## config.mk

```make
export PLATFORM = sky130hd
export DESIGN_NAME = sdram_burst_seq
export DESIGN_NICKNAME = d
export VERILOG_FILES = /design/src/rtl/sdr_burst_pkg.sv /design/src/rtl/mode_decoder.sv /design/src/rtl/burst_walker.sv /design/src/rtl/read_valid_pipe.sv /design/src/rtl/sdram_burst_seq.sv
export SDC_FILE = /design/constraint.sdc
export NUM_CORES = 1
export LEC_CHECK = 0
export BUFFER_PORTS_ARGS = -buffer_cell sky130_fd_sc_hd__buf_2
export CAP_MARGIN = 10
export CELL_PAD_IN_SITES_DETAIL_PLACEMENT = 1
export CELL_PAD_IN_SITES_GLOBAL_PLACEMENT = 2
export CORE_ASPECT_RATIO = 1.75
export CORE_MARGIN = 2
export CORE_UTILIZATION = 32
export CTS_BUF_LIST = sky130_fd_sc_hd__clkbuf_8
export DETAILED_ROUTE_END_ITERATION = 8
export GPL_TIMING_DRIVEN = 0
export HOLD_SLACK_MARGIN = 0.05
export PLACE_DENSITY = 0.75
export SETUP_SLACK_MARGIN = 0.4
export SLEW_MARGIN = 30
export SYNTH_ARGS = -nofsm -noshare
export SYNTH_HDL_FRONTEND = slang
export SYNTH_SLANG_ARGS = --single-unit
```

## constraint.sdc

```tcl
create_clock -name clk -period 2 [get_ports clk]
set_clock_uncertainty 0.05 [all_clocks]
set_input_delay 0.2 -clock clk [delete_from_list [all_inputs] [get_ports clk]]
set_output_delay 0.2 -clock clk [all_outputs]
set_load 0.005 [all_outputs]
```

## src/rtl/sdr_burst_pkg.sv

```systemverilog
package sdr_burst_pkg;

    localparam int MODE_W = 12;

    typedef enum logic [2:0] {
        BL_1    = 3'd0,
        BL_2    = 3'd1,
        BL_4    = 3'd2,
        BL_8    = 3'd3,
        BL_PAGE = 3'd7
    } burst_len_e;

    typedef enum logic {
        ST_IDLE = 1'b0,
        ST_RUN  = 1'b1
    } walk_state_e;

    typedef struct packed {
        burst_len_e blen;
        logic       interleave;
        logic       cl3;
        logic       wr_single;
    } mode_cfg_t;

    localparam mode_cfg_t CFG_RESET = '{blen: BL_1, interleave: 1'b0,
                                        cl3: 1'b0, wr_single: 1'b0};

    function automatic logic word_ok(input logic [MODE_W-1:0] w);
        logic ok;
        ok = 1'b1;
        if (w[11:10] != 2'b00) ok = 1'b0;
        if (w[8:7] != 2'b00) ok = 1'b0;
        case (w[2:0])
            3'b000, 3'b001, 3'b010, 3'b011: ;
            3'b111:  if (w[3]) ok = 1'b0;
            default: ok = 1'b0;
        endcase
        if (w[6:4] != 3'b010 && w[6:4] != 3'b011) ok = 1'b0;
        return ok;
    endfunction

    function automatic mode_cfg_t word_decode(input logic [MODE_W-1:0] w);
        mode_cfg_t c;
        c.blen       = burst_len_e'(w[2:0]);
        c.interleave = w[3];
        c.cl3        = w[4];
        c.wr_single  = w[9];
        return c;
    endfunction

endpackage

```

## src/rtl/mode_decoder.sv

```systemverilog
module mode_decoder
    import sdr_burst_pkg::*;
(
    input  logic              clk,
    input  logic              rst_n,
    input  logic              load,
    input  logic [MODE_W-1:0] word,
    output mode_cfg_t         cfg,
    output logic              err
);

    always_ff @(posedge clk or negedge rst_n) begin
        if (!rst_n) begin
            cfg <= CFG_RESET;
            err <= 1'b0;
        end else if (load) begin
            if (word_ok(word)) begin
                cfg <= word_decode(word);
                err <= 1'b0;
            end else begin
                err <= 1'b1;
            end
        end
    end

    // a refused word leaves the settings untouched and flags the error
    a_r9_reserved_keeps: assert property (@(posedge clk) disable iff (!rst_n)
        load && !word_ok(word) |=> $stable(cfg) && err);

    // an accepted word clears the flag
    a_r9_valid_clears: assert property (@(posedge clk) disable iff (!rst_n)
        load && word_ok(word) |=> !err);

endmodule

```

## src/rtl/burst_walker.sv

```systemverilog
module burst_walker
    import sdr_burst_pkg::*;
#(
    parameter int COL_W = 8
) (
    input  logic             clk,
    input  logic             rst_n,
    input  mode_cfg_t        cfg,
    input  logic             start,
    input  logic [COL_W-1:0] start_col,
    input  logic             start_write,
    input  logic             burst_stop,
    output logic [COL_W-1:0] col_addr,
    output logic             burst_active,
    output logic             rd_issue
);

    localparam logic [COL_W-1:0] ALL_ONES = '1;

    walk_state_e      state, state_nx;
    logic [COL_W-1:0] base, cnt, mask;
    logic             full, ilv, is_wr;
    logic             last;
    logic             single;
    logic [COL_W-1:0] mask_new;

    function automatic logic [COL_W-1:0] mask_of(input burst_len_e b);
        logic [COL_W-1:0] m;
        unique case (b)
            BL_1:    m = COL_W'(0);
            BL_2:    m = COL_W'(1);
            BL_4:    m = COL_W'(3);
            BL_8:    m = COL_W'(7);
            default: m = ALL_ONES;
        endcase
        return m;
    endfunction

    assign single   = start_write && cfg.wr_single;
    assign mask_new = single ? COL_W'(0) : mask_of(cfg.blen);
    assign last     = !full && (cnt == mask);

    // next-state logic
    always_comb begin
        state_nx = state;
        unique case (state)
            ST_IDLE: if (start) state_nx = ST_RUN;
            ST_RUN: begin
                if (start)                   state_nx = ST_RUN;
                else if (burst_stop || last) state_nx = ST_IDLE;
                else                         state_nx = ST_RUN;
            end
            default: state_nx = ST_IDLE;
        endcase
    end

    // state register
    always_ff @(posedge clk or negedge rst_n) begin
        if (!rst_n) state <= ST_IDLE;
        else        state <= state_nx;
    end

    // burst context: start column, beat counter, length mask, order
    always_ff @(posedge clk or negedge rst_n) begin
        if (!rst_n) begin
            base  <= '0;
            cnt   <= '0;
            mask  <= '0;
            full  <= 1'b0;
            ilv   <= 1'b0;
            is_wr <= 1'b0;
        end else if (start) begin
            base  <= start_col;
            cnt   <= '0;
            mask  <= mask_new;
            full  <= (cfg.blen == BL_PAGE) && !single;
            ilv   <= cfg.interleave;
            is_wr <= start_write;
        end else if (state == ST_RUN) begin
            cnt <= cnt + COL_W'(1);
        end
    end

    // outputs
    always_comb begin
        if (ilv) col_addr = base ^ (cnt & mask);
        else     col_addr = (base & ~mask) | ((base + cnt) & mask);
        burst_active = (state == ST_RUN);
        rd_issue     = (state == ST_RUN) && !is_wr;
    end

    // a stop without a start ends the burst on the next cycle
    a_r6_stop_ends: assert property (@(posedge clk) disable iff (!rst_n)
        burst_active && burst_stop && !start |=> !burst_active);

    // sequential short bursts stay inside their aligned block
    a_r3_seq_block: assert property (@(posedge clk) disable iff (!rst_n)
        burst_active && $past(burst_active) && !$past(start) && !ilv && !full
        |-> ((col_addr ^ $past(col_addr)) & ~mask) == '0);

    // a full-page burst advances by one column per cycle, wrapping
    a_r5_page_step: assert property (@(posedge clk) disable iff (!rst_n)
        burst_active && $past(burst_active) && !$past(start) && full
        |-> col_addr == $past(col_addr) + COL_W'(1));

    // a start always yields an active beat at the new column
    a_r11_restart: assert property (@(posedge clk) disable iff (!rst_n)
        start |=> burst_active && col_addr == $past(start_col));

endmodule

```

## src/rtl/read_valid_pipe.sv

```systemverilog
module read_valid_pipe #(
    parameter int MAX_CL = 3
) (
    input  logic clk,
    input  logic rst_n,
    input  logic cl3,
    input  logic rd_issue,
    output logic rd_valid
);

    logic [MAX_CL:1] stage;

    always_ff @(posedge clk or negedge rst_n) begin
        if (!rst_n) stage <= '0;
        else        stage <= {stage[MAX_CL-1:1], rd_issue};
    end

    assign rd_valid = cl3 ? stage[3] : stage[2];

    // every strobe traces back to a read beat at latency 2 or 3
    a_r7_valid_origin: assert property (@(posedge clk) disable iff (!rst_n)
        rd_valid |-> (!cl3 && $past(rd_issue, 2)) || (cl3 && $past(rd_issue, 3)));

    // every read beat under latency 2 yields a strobe two cycles later
    a_r7_cl2_follow: assert property (@(posedge clk) disable iff (!rst_n)
        rd_issue && !cl3 |=> ##1 (rd_valid || cl3));

endmodule

```

## src/rtl/sdram_burst_seq.sv

```systemverilog
module sdram_burst_seq
    import sdr_burst_pkg::*;
#(
    parameter int COL_W  = 8,
    parameter int MAX_CL = 3
) (
    input  logic             clk,
    input  logic             rst_n,
    input  logic             mode_load,
    input  logic [11:0]      mode_word,
    input  logic             start,
    input  logic [COL_W-1:0] start_col,
    input  logic             start_write,
    input  logic             burst_stop,
    output logic [COL_W-1:0] col_addr,
    output logic             burst_active,
    output logic             rd_valid,
    output logic             mode_err
);

    mode_cfg_t cfg;
    logic      rd_issue;

    mode_decoder u_dec (
        .clk   (clk),
        .rst_n (rst_n),
        .load  (mode_load),
        .word  (mode_word),
        .cfg   (cfg),
        .err   (mode_err)
    );

    burst_walker #(.COL_W(COL_W)) u_walk (
        .clk          (clk),
        .rst_n        (rst_n),
        .cfg          (cfg),
        .start        (start),
        .start_col    (start_col),
        .start_write  (start_write),
        .burst_stop   (burst_stop),
        .col_addr     (col_addr),
        .burst_active (burst_active),
        .rd_issue     (rd_issue)
    );

    read_valid_pipe #(.MAX_CL(MAX_CL)) u_pipe (
        .clk      (clk),
        .rst_n    (rst_n),
        .cl3      (cfg.cl3),
        .rd_issue (rd_issue),
        .rd_valid (rd_valid)
    );

    // nothing is active or valid while in reset
    a_r1_reset_quiet: assert property (@(posedge clk)
        !rst_n |-> !burst_active && !rd_valid && !mode_err);

endmodule

```

Word-level counts from Yosys, hierarchy flattened
Index checks and enable logic that the tools add are counted.
{"block": "classes", "add_sub_neg": 2, "n_eq_ne": 11, "muxes": 17, "bitwise": 7, "reduce_logical": 16}
{"op": "$mux 8", "n": 4}
{"op": "$pmux 8 s4", "n": 1}
{"op": "$and 8x8->8", "n": 3}
{"op": "$eq 3x2->1 const B", "n": 4}
{"op": "$mux 1", "n": 10}
{"op": "$add 8x1->8 const B", "n": 1}
{"op": "$add 8x8->8", "n": 1}
{"op": "$eq 8x8->1", "n": 1}
{"op": "$not 8->8", "n": 1}
{"op": "$or 8x8->8", "n": 1}
{"op": "$xor 8x8->8", "n": 1}
{"op": "$eq 3x1->1 const B", "n": 2}
{"op": "$eq 3x3->1 const B", "n": 2}
{"op": "$logic_not 3->1", "n": 2}
{"op": "$ne 3x2->1 const B", "n": 2}
{"op": "$reduce_bool 2->1", "n": 3}
{"op": "$logic_and 1x1->1", "n": 5}
{"op": "$pmux 1 s2", "n": 2}
{"op": "$reduce_or 4->1", "n": 1}
{"op": "$logic_not 1->1", "n": 3}
{"op": "$reduce_and 2->1", "n": 1}
{"op": "$logic_or 1x1->1", "n": 1}
{"op": "$not 1->1", "n": 1}
{"block": "word_totals", "regBits": 38, "input_bits": 26, "out_inout_bits": 11, "word_cells": 66}

Depth between registers and ports, before layout
{"block": "logic_depth", "depth_word": 8, "mapped_depth": 8, "mapped_depth_nobuf": 8}

Hierarchy
From an unflattened synthesis, not the netlist that was laid out.
{"block": "unflattened", "cells_unflattened": 191, "hier_area_um2": 1991.9}
{"module": "burst_walker", "instances": 1, "cells_each": 168, "area_per_inst_um2": 1601.5, "seq_area_each_um2": 600.6}
{"module": "mode_decoder", "instances": 1, "cells_each": 19, "area_per_inst_um2": 300.3, "seq_area_each_um2": 175.2}
{"module": "read_valid_pipe", "instances": 1, "cells_each": 4, "area_per_inst_um2": 90.1, "seq_area_each_um2": 75.1}

Worst setup path after synthesis
OpenSTA, ideal clock, no wires.
{"block": "synth_path", "path_kind": "register to output", "from": "register u_walk.cnt[0]", "to": "output col_addr[6]", "t_arrival_ps": 1796, "required_time_ps": 1750, "setup_slack_ps": -46, "stages_incl_launch_ff": 9, "cell_sequence": "dfrtp_1 ha_1 inv_1 fa_1 nor2b_1 o21a_1 o21ai_0 and4_1 nor3_1"}
{"block": "synth_via", "elab_chain_len": 4}
{"element": "start, declared", "line_no": "burst_walker.sv:21", "text": "logic [COL_W-1:0] base, cnt, mask;"}
{"element": "start signal, assigned", "line_no": "burst_walker.sv:80", "text": "cnt <= cnt + COL_W'(1);"}
{"element": "$add 8x8->8", "line_no": "burst_walker.sv:87", "text": "else col_addr = (base & ~mask) | ((base + cnt) & mask);"}
{"element": "$and 8x8->8", "line_no": "burst_walker.sv:87"}
{"element": "$or 8x8->8", "line_no": "burst_walker.sv:87"}
{"element": "$mux 8", "line_no": "burst_walker.sv:86", "text": "if (ilv) col_addr = base ^ (cnt & mask);"}
{"element": "end, declared", "line_no": "sdram_burst_seq.sv:15", "text": "output logic [COL_W-1:0] col_addr,"}
No other way between the ends.

Worst setup path after layout
{"block": "layout_path", "from": "register u_walk.cnt[4]", "to": "output col_addr[7]"}
The elaborated chain is that of the path after synthesis.

==> out/qor.yml <==
outcome:
  status: "finished with violations"
  violations: "negative setup slack"
global_routing:
  grt_pass1_wl_um: 9250
  antenna_found_initial: 0
  overflow: 0
  grt_busiest_layer: "met2"
  use_met2: 0.360
  grt_pass1_vias: 1828
  met3_usage: 0.0241
  grtUsageTotal: 0.181
  met1_usage: 0.179
  grt_max_degree: 35
routing:
  vias: 1687
  drt-pass1-iter-count: 4
  ant_nets: 0
  via_per_inst: 5.08
  wl_per_cell_um: 17.0
  drt_iter0_drc: 42
  drc: 0
  drt_wl_total_um: 5660
timing:
  setup_ws_ps: -457
  worst_pin_slew_ps: 789
  fin_crit_sh: 1.23
  fmax_mhz: 407
  rsz0062_at_grt: "yes"
  finalSetupViolCount: 7
  finalCriticalPeriod_ps: 2460
  final_hold_viol_count: 0
  slew_headroom: 0.474
  slew_violations: 0
clocking:
  cts_sinks: 34
  clockBufferDepth: 2
  cts_tree: "built"
  clock_latency_ps: 290
  cts_root_buf: "clkbuf_8"
  cts.htree.levels: 2
  numCtsBuffers: 5
  cts.reportedPaths.clkPinSlew_ps: 80
yosys:
  ys.flop_type: "dfrtp_1"
  synth_area_per_cell_um2: 10.3
  async_flop_share: 1.00
  synth_cell_types: 36
  syn_area_um2: 1970
  synth-edff-count: 0
  synth_nets: 235
  synth_warnings: 0
  synth_sequential_area_ratio: 0.432
  ys_ff_latch: 34
  syn_inst: 192
floorplan:
  chipWidth_um: 63.3
  dieArea_um2: 6820
  io_pins: 37
  core_area_um2: 5930
  initial_core_util: 0.332
  die_h_um: 108
  num_rows: 37
layout:
  syn2layout_area_growth_pct: 43.4
  design_area_um2: 2820
  seq_area_um2: 862
  num_antenna_cells: 0
  fin_nets: 296
  mostFrequentLayoutCells: "36 x buf_2, 25 x dfrtp_1, 16 x mux2_2"
  multi_input_area_um2: 1340
  drive_gt1_frac: 0.520
  fillers: 695
  mostFrequentLayoutCell: "buf_2"
power_and_ir_drop:
  netSwitchingFraction: 0.317
  power.internal_uw: 1380
  seqPwrFrac: 0.405
  p_clk_frac: 0.271
  vdd_ir_drop_max_mv: 0.377
  comb_power_share: 0.323
  power.switching_uw: 642
  p_leak_uw: 0.00119
  cellPowerDensity_nw_per_um2: 717
setup_path:
  cp.required_ps: 1750
  worst-setup-path-type: "register to output port"
  crit_path_start_kind: "register"
  cp.arrival_ps: 2210
  end_kind: "output port"
  crit_fanout: 5
placement:
  gp_congestion: 0.783
  place_ws_ps: -253
  hpwl_um: 3780
  port_buffers: 35
  postPlaceCellArea_um2: 2330
hold_path:
  hold_path.class: "input pin to register"
job:
  cap_viol_max_count: 0
## power groups by stage
| stage | clock network, uW | registers (uW) | logic [uW] |
|---|---|---|---|
| floorplan | 0 | 816 | 281 |
| global placement | 0 | 835 | 413 |
| detailed placement | 0 | 836 | 423 |
| CTS | 574 | 820 | 601 |
| global route | 589 | 832 | 722 |
| finish | 549 | 821 | 655 |
## synth_stat cells (5+ instances only)
| master | count | area share |
|---|---|---|
| dfrtp_1 | 34 | 0.43 |
| ha_1 | 16 | 0.10 |
| mux2_2 | 16 | 0.091 |
| nand2_1 | 13 | 0.025 |
| nor2_1 | 12 | 0.023 |
| a21oi_1 | 11 | 0.028 |
| inv_1 | 10 | 0.019 |
| o21ai_0 | 10 | 0.025 |
| nor3_1 | 7 | 0.018 |
| xnor2_1 | 7 | 0.031 |
| xor2_1 | 7 | 0.031 |
| clkbuf_1 | 5 | 0.0095 |
| nor2b_1 | 5 | 0.016 |
## timing repair
action | CTS | global route
endpoints found under the setup margin | 9 | 14
pin swaps | 12 | 20
hold buffers | 1 | 0
resized for setup | 43 | 16
hold endpoints to repair | 34 | 0
buffers inserted | 13 | 5
## cell type report
type	instances	area share
Timing Repair Buffer	54	0.127
Sequential cell	34	0.305
Tap cell	78	0.0346
Inverter	10	0.0142
Clock inverter	2	0.00443
Buffer	6	0.0124
Multi-Input combinational cell	142	0.473
Clock buffer	6	0.0292
## worst max-delay path: stages, from the launching register on
cell and delay, ps:
dfrtp_2 470, ha_4 280, a21oi_2 170, o21ai_1 100
or3_1 350, a32o_2 290, xor2_1 140, buf_2 120
## per-stage QoR
stage | setup TNS [ps] | util | instances | power, uW | hold slack (ps)
after floorplan | 0 | - | 192 | 1100 | -146
after global routing | -2670 | 0.477 | 332 | 2140 | 84.3
after global placement | -696 | 0.393 | 305 | 1250 | 282
after detailed placement | -716 | 0.393 | 305 | 1260 | 284
after CTS | -1870 | 0.459 | 327 | 1990 | 59.5
final | -1900 | 0.477 | 332 | 2030 | 62.3
## final timing paths
path	endpoint	startpoint	depth (start not counted)	slack (ps)
max in group asynchronous	u_walk.cnt[1]	rst_n	2	870
setup reg to reg	u_walk.burst_active	u_walk.cnt[1]	8	190
setup / recovery	col_addr[7]	u_walk.cnt[4]	7	-460
min in group asynchronous	u_walk.base[3]	rst_n	2	470
hold / removal	u_walk.base[1]	start_col[1]	3	60
hold reg to reg	u_pipe.stage[2]	u_pipe.stage[1]	0	310
## state kept, by name (all words and copies together), names as in the netlist
register	cells
u_walk.base	8
u_walk.cnt	8
u_dec.cfg	6
u_walk.mask	4
u_pipe.stage	3
u_dec.err	1
u_walk.burst_active	1
u_walk.full	1
u_walk.ilv	1
u_walk.is_wr	1
## routing by layer
metal	wire (um)	part of all wire
met4	199	0.035
met5	0	0
met3	156	0.028
met1	2020	0.36
met2	3280	0.58
## logic make-up (layout without fill, tap and decap cells)
| group | after synthesis | count (layout) | share of synthesized area |
|---|---|---|---|
| buffers and inverters | 16 | 78 | 0.0311 |
| DFF | 34 | 34 | 0.432 |
| and+or+nand+nor | 53 | 53 | 0.134 |
| adders and majority gates | 17 | 17 | 0.112 |
| muxes | 17 | 17 | 0.0966 |
| xor gates and xnor gates | 14 | 14 | 0.0623 |
| AOI/OAI and AO/OA | 41 | 41 | 0.132 |
No activity file was read; power rests on OpenSTA's default activity.
